[src/rtl/ow_rom_pkg.sv]
package ow_rom_pkg;

   typedef enum logic [2:0] {
      ST_OFF,
      ST_CMD,
      ST_READ,
      ST_MATCH,
      ST_SEARCH,
      ST_SEL,
      ST_PARK
   } rom_state_t;

   typedef enum logic [1:0] {
      PH_TRUE,
      PH_COMP,
      PH_DIR
   } srch_phase_t;

   localparam logic [7:0] CODE_READ   = 8'h33;
   localparam logic [7:0] CODE_MATCH  = 8'h55;
   localparam logic [7:0] CODE_SEARCH = 8'hF0;
   localparam logic [7:0] CODE_SKIP   = 8'hCC;

endpackage

[src/rtl/ow_rom_shift.sv]
module ow_rom_shift #(
   parameter int W = 8
) (
   input  logic         clk,
   input  logic         rst_n,
   input  logic         clr,
   input  logic         en,
   input  logic         din,
   output logic [W-1:0] word_next,
   output logic         last
);
   localparam int CW = (W > 1) ? $clog2(W) : 1;

   logic [CW-1:0] cnt;

   generate
      if (W > 1) begin : g_wide
         logic [W-2:0] hold;
         assign word_next = {din, hold};
         always_ff @(posedge clk or negedge rst_n) begin
            if (!rst_n)  hold <= '0;
            else if (en) hold <= word_next[W-1:1];
         end
      end else begin : g_single
         assign word_next = din;
      end
   endgenerate

   assign last = (cnt == CW'(W - 1));

   always_ff @(posedge clk or negedge rst_n) begin
      if (!rst_n)   cnt <= '0;
      else if (clr) cnt <= '0;
      else if (en)  cnt <= last ? '0 : cnt + 1'b1;
   end
endmodule

[src/rtl/ow_rom_index.sv]
module ow_rom_index #(
   parameter int N = 64
) (
   input  logic                 clk,
   input  logic                 rst_n,
   input  logic                 clr,
   input  logic                 inc,
   output logic [$clog2(N)-1:0] idx,
   output logic                 at_last
);
   localparam int IW = $clog2(N);

   assign at_last = (idx == IW'(N - 1));

   always_ff @(posedge clk or negedge rst_n) begin
      if (!rst_n)   idx <= '0;
      else if (clr) idx <= '0;
      else if (inc) idx <= idx + 1'b1;
   end
endmodule

[src/rtl/ow_rom_bitsel.sv]
module ow_rom_bitsel #(
   parameter int N         = 64,
   parameter bit SEL_ANDOR = 1'b0
) (
   input  logic [N-1:0]         vec,
   input  logic [$clog2(N)-1:0] idx,
   output logic                 bit_o
);
   localparam int IW = $clog2(N);

   generate
      if (SEL_ANDOR) begin : g_andor
         logic [N-1:0] hit;
         for (genvar i = 0; i < N; i++) begin : g_hit
            assign hit[i] = vec[i] & (idx == IW'(i));
         end
         assign bit_o = |hit;
      end else begin : g_index
         assign bit_o = vec[idx];
      end
   endgenerate
endmodule

[src/rtl/ow_rom_layer.sv]
module ow_rom_layer
   import ow_rom_pkg::*;
#(
   parameter int         ID_W        = 64,
   parameter int         CMD_W       = 8,
   parameter bit         SEL_ANDOR   = 1'b0,
   parameter logic [7:0] CMD_READ    = CODE_READ,
   parameter logic [7:0] CMD_MATCH   = CODE_MATCH,
   parameter logic [7:0] CMD_SEARCH  = CODE_SEARCH,
   parameter logic [7:0] CMD_SKIP    = CODE_SKIP
) (
   input  logic            clk,
   input  logic            rst_n,
   input  logic [ID_W-1:0] id_code,
   input  logic            bus_rst,
   input  logic            rd_slot,
   input  logic            wr_valid,
   input  logic            wr_bit,
   output logic            tx_bit,
   output logic            selected
);
   localparam int IW = $clog2(ID_W);

   generate
      if (ID_W < 2 || (ID_W & (ID_W - 1)) != 0) begin : g_bad_id
         $error("ow_rom_layer: ID_W must be a power of two of at least 2");
      end
      if (CMD_W != 8) begin : g_bad_cmd
         $error("ow_rom_layer: CMD_W must be 8 for the command codes");
      end
      if (CMD_READ == CMD_MATCH || CMD_READ == CMD_SEARCH || CMD_READ == CMD_SKIP ||
          CMD_MATCH == CMD_SEARCH || CMD_MATCH == CMD_SKIP || CMD_SEARCH == CMD_SKIP) begin : g_bad_codes
         $error("ow_rom_layer: command codes must be distinct");
      end
   endgenerate

   rom_state_t  st, st_n;
   srch_phase_t ph, ph_n;

   logic [CMD_W-1:0] cmd_word;
   logic             cmd_last;
   logic             cmd_en;
   logic [IW-1:0]    idx;
   logic             idx_last;
   logic             idx_inc;
   logic             id_bit;

   assign cmd_en = (st == ST_CMD) && wr_valid && !bus_rst;

   ow_rom_shift #(.W(CMD_W)) u_cmd (
      .clk(clk), .rst_n(rst_n), .clr(bus_rst), .en(cmd_en), .din(wr_bit),
      .word_next(cmd_word), .last(cmd_last)
   );

   ow_rom_index #(.N(ID_W)) u_idx (
      .clk(clk), .rst_n(rst_n), .clr(bus_rst), .inc(idx_inc),
      .idx(idx), .at_last(idx_last)
   );

   ow_rom_bitsel #(.N(ID_W), .SEL_ANDOR(SEL_ANDOR)) u_sel (
      .vec(id_code), .idx(idx), .bit_o(id_bit)
   );

   always_comb begin
      st_n    = st;
      ph_n    = ph;
      idx_inc = 1'b0;
      case (st)
         ST_CMD: begin
            if (wr_valid && cmd_last) begin
               if (cmd_word == CMD_READ)        st_n = ST_READ;
               else if (cmd_word == CMD_MATCH)  st_n = ST_MATCH;
               else if (cmd_word == CMD_SEARCH) begin
                  st_n = ST_SEARCH;
                  ph_n = PH_TRUE;
               end
               else if (cmd_word == CMD_SKIP)   st_n = ST_SEL;
               else                             st_n = ST_PARK;
            end
         end
         ST_READ: begin
            if (rd_slot) begin
               if (idx_last) st_n = ST_PARK;
               else          idx_inc = 1'b1;
            end
         end
         ST_MATCH: begin
            if (wr_valid) begin
               if (wr_bit != id_bit) st_n = ST_PARK;
               else if (idx_last)    st_n = ST_SEL;
               else                  idx_inc = 1'b1;
            end
         end
         ST_SEARCH: begin
            case (ph)
               PH_TRUE: if (rd_slot) ph_n = PH_COMP;
               PH_COMP: if (rd_slot) ph_n = PH_DIR;
               default: begin
                  if (wr_valid) begin
                     if (wr_bit != id_bit || idx_last) st_n = ST_PARK;
                     else begin
                        idx_inc = 1'b1;
                        ph_n    = PH_TRUE;
                     end
                  end
               end
            endcase
         end
         default: ;
      endcase
      if (bus_rst) begin
         st_n    = ST_CMD;
         ph_n    = PH_TRUE;
         idx_inc = 1'b0;
      end
   end

   always_ff @(posedge clk or negedge rst_n) begin
      if (!rst_n) begin
         st <= ST_OFF;
         ph <= PH_TRUE;
      end else begin
         st <= st_n;
         ph <= ph_n;
      end
   end

   always_comb begin
      tx_bit = 1'b1;
      if (st == ST_READ) tx_bit = id_bit;
      else if (st == ST_SEARCH) begin
         if (ph == PH_TRUE)      tx_bit = id_bit;
         else if (ph == PH_COMP) tx_bit = ~id_bit;
      end
   end

   assign selected = (st == ST_SEL);
endmodule

[config.mk]
export PLATFORM = sky130hd
export DESIGN_NAME = ow_rom_layer
export DESIGN_NICKNAME = d
export VERILOG_FILES = /design/src/rtl/ow_rom_pkg.sv /design/src/rtl/ow_rom_shift.sv /design/src/rtl/ow_rom_index.sv /design/src/rtl/ow_rom_bitsel.sv /design/src/rtl/ow_rom_layer.sv
export SDC_FILE = /design/constraint.sdc
export NUM_CORES = 1
export LEC_CHECK = 0
export BUFFER_PORTS_ARGS = -buffer_cell sky130_fd_sc_hd__buf_2
export CAP_MARGIN = 0
export CORE_UTILIZATION = 46
export CTS_CLUSTER_DIAMETER = 150
export CTS_CLUSTER_SIZE = 20
export DETAILED_ROUTE_END_ITERATION = 6
export GPL_TIMING_DRIVEN = 1
export PLACE_DENSITY = 0.75
export REMOVE_ABC_BUFFERS = 1
export SYNTH_ARGS = -nofsm -noshare
export SYNTH_HDL_FRONTEND = slang
export SYNTH_SLANG_ARGS = --single-unit
[constraint.sdc]
create_clock -name clk -period 3.3 [get_ports clk]
set_input_delay 0.33 -clock clk [delete_from_list [all_inputs] [get_ports clk]]
set_output_delay 0.33 -clock clk [all_outputs]
set_load 0.01 [all_outputs]
==> flow_summary.yaml, run 1 <==
detailed_routing:
  drc: 0
  wl_mm: 4.32
  drt_iter0_markers: 131
  vias_per_cell: 5.79
  drtPass1Iterations: 4
  ant_nets: 0
  wire_per_inst_um: 14.5
  vias: 1726
synthesis:
  yosysWarnings: 0
  synth.avg_cell_area_um2: 10.3
  yosysSeqAreaShare_pct: 28.7
  ys_ff_latch: 21
  synth_edf_count: 0
  synthFlopType: "dfrtp_1"
  synth_cells: 178
  async_flop_share_pct: 100
  synth.cells.most_frequent: "dfrtp_1 (21), mux4_2 (17), nor2_1 (16)"
  synth_top_area_share_pct: 28.7
  ys_types: 44
  synth.most_common_cell: "dfrtp_1"
  synth.area.top_cells: "dfrtp_1 (29%), mux4_2 (21%), mux2i_1 (4.4%), mux2_2 (4.3%), nor2_1 (3.3%)"
  synth_area_mm2: 0.00183
  yosysTopAreaCell: "dfrtp_1"
timing:
  rsz0062_at_grt: "yes"
  slew_headroom_pct: 57.5
  skew_ps: 11.3
  fmax_ghz: 0.317
  finalSetupViolations: 0
  finalHoldViolations: 0
  setup-tns-final_ps: 0
  tightest_slew_ps: 633
  period_needed_ps: 3150
  post-route-period-util_pct: 95.5
  drv_slew: 0
critical_path:
  cp.required_ps: 2970
  reg2reg_to: "st[1]$_DFFE_PN0P_"
  worstReg2RegStart: "u_idx.idx[1]$_DFFE_PN0P_"
  crit_path_max_fanout: 6
  worstRegToRegCells: 9
  worstSetupEndpointType: "primary output"
  cp.arrival_ps: 2820
  critPathLaunchType: "flop"
  rrSetupSlack_ps: 190
  worstSetupPathType: "flop to primary output"
clocking:
  cts_tree: "built"
  path_clk_slew_ps: 90
  root_buffer: "clkbuf_8"
  ctsLongestPathBuffers: 2
  cts_hold_buf: 0
  worstSkewPairLatency_ps: 260
  h-tree-depth: 1
  cts_inserted_buffers: 3
  numClockSinks: 21
layout:
  final_nets: 324
  finish.utilization_pct: 62.2
  finalNonFillerCells: 298
  nFillCells: 318
  antenna_cells: 0
  drive_gt1_share_pct: 46.4
  fin_area_mm2: 0.00233
  area_delta_synth_final_pct: 27.2
power:
  peakVddDrop_v: 0.000214
  clkPwrFrac_pct: 18.0
  p_per_area_mw_per_mm2: 411
  combPwrFrac_pct: 39.7
  p_sw_uw: 337
  leakage_nw: 0.994
  p_seq_share_pct: 42.3
  swShare_pct: 35.2
  p_total_uw: 959
  intPower_uw: 622
outcome:
  run_status: "completed"
global_routing:
  globalRouteTotalUtil_pct: 22.1
  antenna_found_initial: 0
  grt_max_degree: 22
  grt_pass1_wl_mm: 7.15
  overflow: 0
  grt_pass1_vias: 1665
die:
  std_cell_rows: 22
  dieWidth_um: 65.1
  start_util_pct: 48.9
  die_h_um: 65.1
  ios: 72
  die_area_mm2: 0.00424
  core_mm2: 0.00374
placement:
  post_dp_cell_area_mm2: 0.00223
  dp_hpwl_mm: 3.38
  gp_congestion: 0.883
  placed_cells: 291
  port_buffers: 71
job:
  cap_violations: 0
worst_hold_path:
  hp-class: "primary input to async pin"
-- worst max-delay path, cell delays in order, from the launching register on --
cell and delay [ps]:
dfrtp_2 460, mux4_2 520, mux4_2 520, a2bb2oi_4 170, a211oi_4 280, xnor2_1 150, a32oi_1 100, or2_4 250
buf_6 120
-- layout make-up --
| class | count | area (um^2) | area share (%) |
|---|---|---|---|
| clock buffer | 4 | 45.0 | 1.93 |
| tap | 48 | 60.1 | 2.58 |
| inverter | 6 | 22.5 | 0.967 |
| multi-input combinational | 140 | 1250 | 53.8 |
| timing repair buffer | 79 | 422 | 18.1 |
| sequential | 21 | 527 | 22.6 |
-- routing by layer --
metal	track usage, %	routed length, um	part of all wire (%)
met3	2.95	280	6.5
met2	37.4	2170	50
met1	28.8	1830	42
met5	0	0	0
met4	8.15	37	0.86
-- sequential cells by signal (all words and copies together), names as in the netlist --
signal and cells:
u_cmd.cnt 3, u_cmd.g_wide.hold 7, u_idx.idx 6, ph 2
st 3
-- per-stage QoR --
step                hold WS [ps]  setup WS [ps]
floorplan                   34.4           -108
global placement             323            210
detailed placement           320            127
CTS                         29.3           14.8
global route                47.3          -6.66
finish                      9.08            150
-- power by group through the flow --
| stage | logic, mW | clock network, mW | registers, mW |
|---|---|---|---|
| 6_report | 0.380 | 0.173 | 0.406 |
| 3_3_place_gp | 0.363 | 0 | 0.406 |
| 5_1_grt | 0.421 | 0.184 | 0.420 |
| 2_1_floorplan | 0.265 | 0 | 0.387 |
| 4_1_cts | 0.374 | 0.178 | 0.404 |
| 3_5_place_dp | 0.372 | 0 | 0.409 |
-- cells in the final DEF, fill, tap and decap left out, types with 8 or more instances in the layout --
| master | instances |
|---|---|
| buf_2 | 70 |
| buf_4 | 8 |
| dfrtp_1 | 20 |
| mux2i_1 | 8 |
| mux4_2 | 17 |
| nand2_1 | 12 |
| nor2_1 | 16 |
-- cell families after synthesis --
family          share of synthesized area (%)
compound gates                           12.1
xor+xnor                                 1.84
fa+ha+maj                                2.05
buf+inv                                  3.96
flops                                    28.7
mux                                      31.4
simple gates                             19.9
-- timing repair --
action,in CTS,in global routing
endpoints found under the setup margin,1,1
cloned,0,0
setup buffers,1,2
pin swaps,0,3
gates resized for setup,1,4
-- how the worst max path moves through the flow --
| stage | start | end | depth (start not counted) | slack (ps) |
|---|---|---|---|---|
| after floorplan | u_idx.idx[1]$_DFFE_PN0P_ | st[1]$_DFFE_PN0P_ | 8 | -110 |
| after global placement | u_idx.idx[1]$_DFFE_PN0P_ | u_idx.idx[3]$_DFFE_PN0P_ | 8 | 210 |
| after detailed placement | u_idx.idx[1]$_DFFE_PN0P_ | u_idx.idx[3]$_DFFE_PN0P_ | 8 | 130 |
| after CTS | u_idx.idx[1]$_DFFE_PN0P_ | tx_bit | 8 | 10 |
| after global routing | u_idx.idx[1]$_DFFE_PN0P_ | tx_bit | 8 | -7 |
| final | u_idx.idx[1]$_DFFE_PN0P_ | tx_bit | 8 | 150 |
Power figures use the tool's default switching activity.
==> inputs of run 2 (changes only) <==
==> constraint.sdc (replaced) <==
create_clock -name clk -period 3.6 [get_ports clk]
set_input_delay 0.36 -clock clk [delete_from_list [all_inputs] [get_ports clk]]
set_output_delay 0.36 -clock clk [all_outputs]
set_load 0.01 [all_outputs]
==> run 2 against run 1 <==
Sequential power shrank 8.1%. Global-route usage shrank 0.89 points. Combinational power shrank 11%. Flip-flop and latch count is the same. Clock-buffer cell count shrank 1. Largest cell class unchanged.
==> flow_summary.yaml, run 2 (synthesized netlist as in run 1, its figures left out) <==
timing:
  fmax_ghz: 0.296
  finalHoldViolations: 0
  period_needed_ps: 3370
  skew_ps: 3.23
  post-route-period-util_pct: 93.7
  slew_headroom_pct: 56.6
  tightest_slew_ps: 646
  whs_ps: 44.2
  rsz0062_at_grt: "no"
  drv_slew: 0
  setup-tns-final_ps: 0
  finalSetupViolations: 0
critical_path:
  worstRegToRegCells: 8
  reg2reg_to: "st[1]$_DFFE_PN0P_"
  worstSetupEndpointType: "primary output"
  rrSetupSlack_ps: 420
  crit_path_max_fanout: 7
  cp.required_ps: 3240
  worstReg2RegStart: "u_idx.idx[1]$_DFFE_PN0P_"
  worstSetupPathType: "flop to primary output"
  cp.arrival_ps: 3010
  critPathLaunchType: "flop"
layout:
  final_nets: 320
  max_flop_register: "u_cmd.g_wide.hold"
  layout_common_cells: "buf_2 (71), dfrtp_1 (20), mux4_2 (17)"
  final_common_cell: "buf_2"
  reg_top3: "u_cmd.g_wide.hold x7, u_idx.idx x6"
  area_delta_synth_final_pct: 24.3
  antenna_cells: 0
  largest_reg_flops: 7
  drive_gt1_share_pct: 45.5
power:
  leakage_nw: 0.962
  peakVddDrop_v: 0.000186
  p_total_uw: 877
  p_per_area_mw_per_mm2: 385
die:
  core_mm2: 0.00374
  die_area_mm2: 0.00424
  start_util_pct: 48.9
  std_cell_rows: 22
  die_h_um: 65.1
  ios: 72
  dieWidth_um: 65.1
detailed_routing:
  wl_mm: 4.17
  drt_iter0_markers: 148
  drc: 0
  wire_per_inst_um: 14.2
  drtPass1Iterations: 4
  ant_nets: 0
  vias: 1689
  vias_per_cell: 5.74
clocking:
  worstSkewPairLatency_ps: 270
  cts_hold_buf: 0
  cts_resized: 0
  cts_tree: "built"
  ctsLongestPathBuffers: 2
  h-tree-depth: 1
  cts_setup_buffers: 0
  cts_inserted_buffers: 3
  root_buffer: "clkbuf_8"
  path_clk_slew_ps: 90
  numClockSinks: 21
worst_hold_path:
  hp-class: "primary input to async pin"
placement:
  port_buffers: 71
  gp_congestion: 0.825
  dp_hpwl_mm: 3.31
global_routing:
  grt_max_degree: 22
  globalRouteTotalUtil_pct: 21.2
  antenna_found_initial: 0
  overflow: 0
  grt_pass1_wl_mm: 6.88
  grt_pass1_vias: 1570
job:
  cap_violations: 0
outcome:
  run_status: "completed"
## run 2: cell types whose count changed in the layout (fill, tap and decap cells not counted), sizes merged
cell	before	now
clkbuf	4	3
clkinvlp	0	1
buf	79	75
## run 2: final cells by class
cell class | instances | area [um^2]
fill | 342 | 1470
multi-input combinational | 140 | 1230
sequential | 21 | 527
timing repair buffer | 75 | 385
tap | 48 | 60.1
clock buffer | 3 | 41.3
inverter | 6 | 22.5
clock inverter | 1 | 7.51
## run 2: how the worst max path moves through the flow
stage	start	endpoint	slack (ps)
2_1_floorplan	u_idx.idx[1]$_DFFE_PN0P_	st[1]$_DFFE_PN0P_	190
3_5_place_dp	u_idx.idx[1]$_DFFE_PN0P_	st[1]$_DFFE_PN0P_	330
6_report	u_idx.idx[1]$_DFFE_PN0P_	tx_bit	230
3_3_place_gp	u_idx.idx[1]$_DFFE_PN0P_	st[1]$_DFFE_PN0P_	430
5_1_grt	u_idx.idx[1]$_DFFE_PN0P_	tx_bit	80
4_1_cts	u_idx.idx[1]$_DFFE_PN0P_	tx_bit	110
## run 2: power by group
part / leakage [nW] / internal (mW) / switching (mW)
combinational: 0.669 / 0.184 / 0.154
sequential: 0.271 / 0.297 / 0.0752
clock: 0.0217 / 0.0783 / 0.0884
total: 0.962 / 0.560 / 0.317
## run 2: metrics by stage
stage / cells / util, % / setup WS (ps) / instance area, um^2
after floorplan: 167 / - / 192 / 1780
after global placement: 290 / 59.5 / 429 / 2230
after detailed placement: 290 / 59.5 / 329 / 2230
after CTS: 294 / 60.8 / 112 / 2280
after global routing: 294 / 60.8 / 84.7 / 2280
final: 294 / 60.8 / 225 / 2280
## run 2: layer usage
metal / up-vias / share of wire [%] / global-route usage, %
met3: 4 / 6.6 / 2.78
met4: 0 / 1.2 / 8.15
met1: 791 / 44 / 27.7
met5: - / 0 / 0
li1: 814 / - / -
met2: 80 / 48 / 35.7
## run 2: critical path, cell delays in order, from the launching register on
cell and delay (ps):
dfrtp_2 480, mux4_2 530, mux4_2 490, a2bb2oi_1 180, a211oi_4 340, xnor2_1 160, a32oi_1 130, or2_2 290
buf_2 140
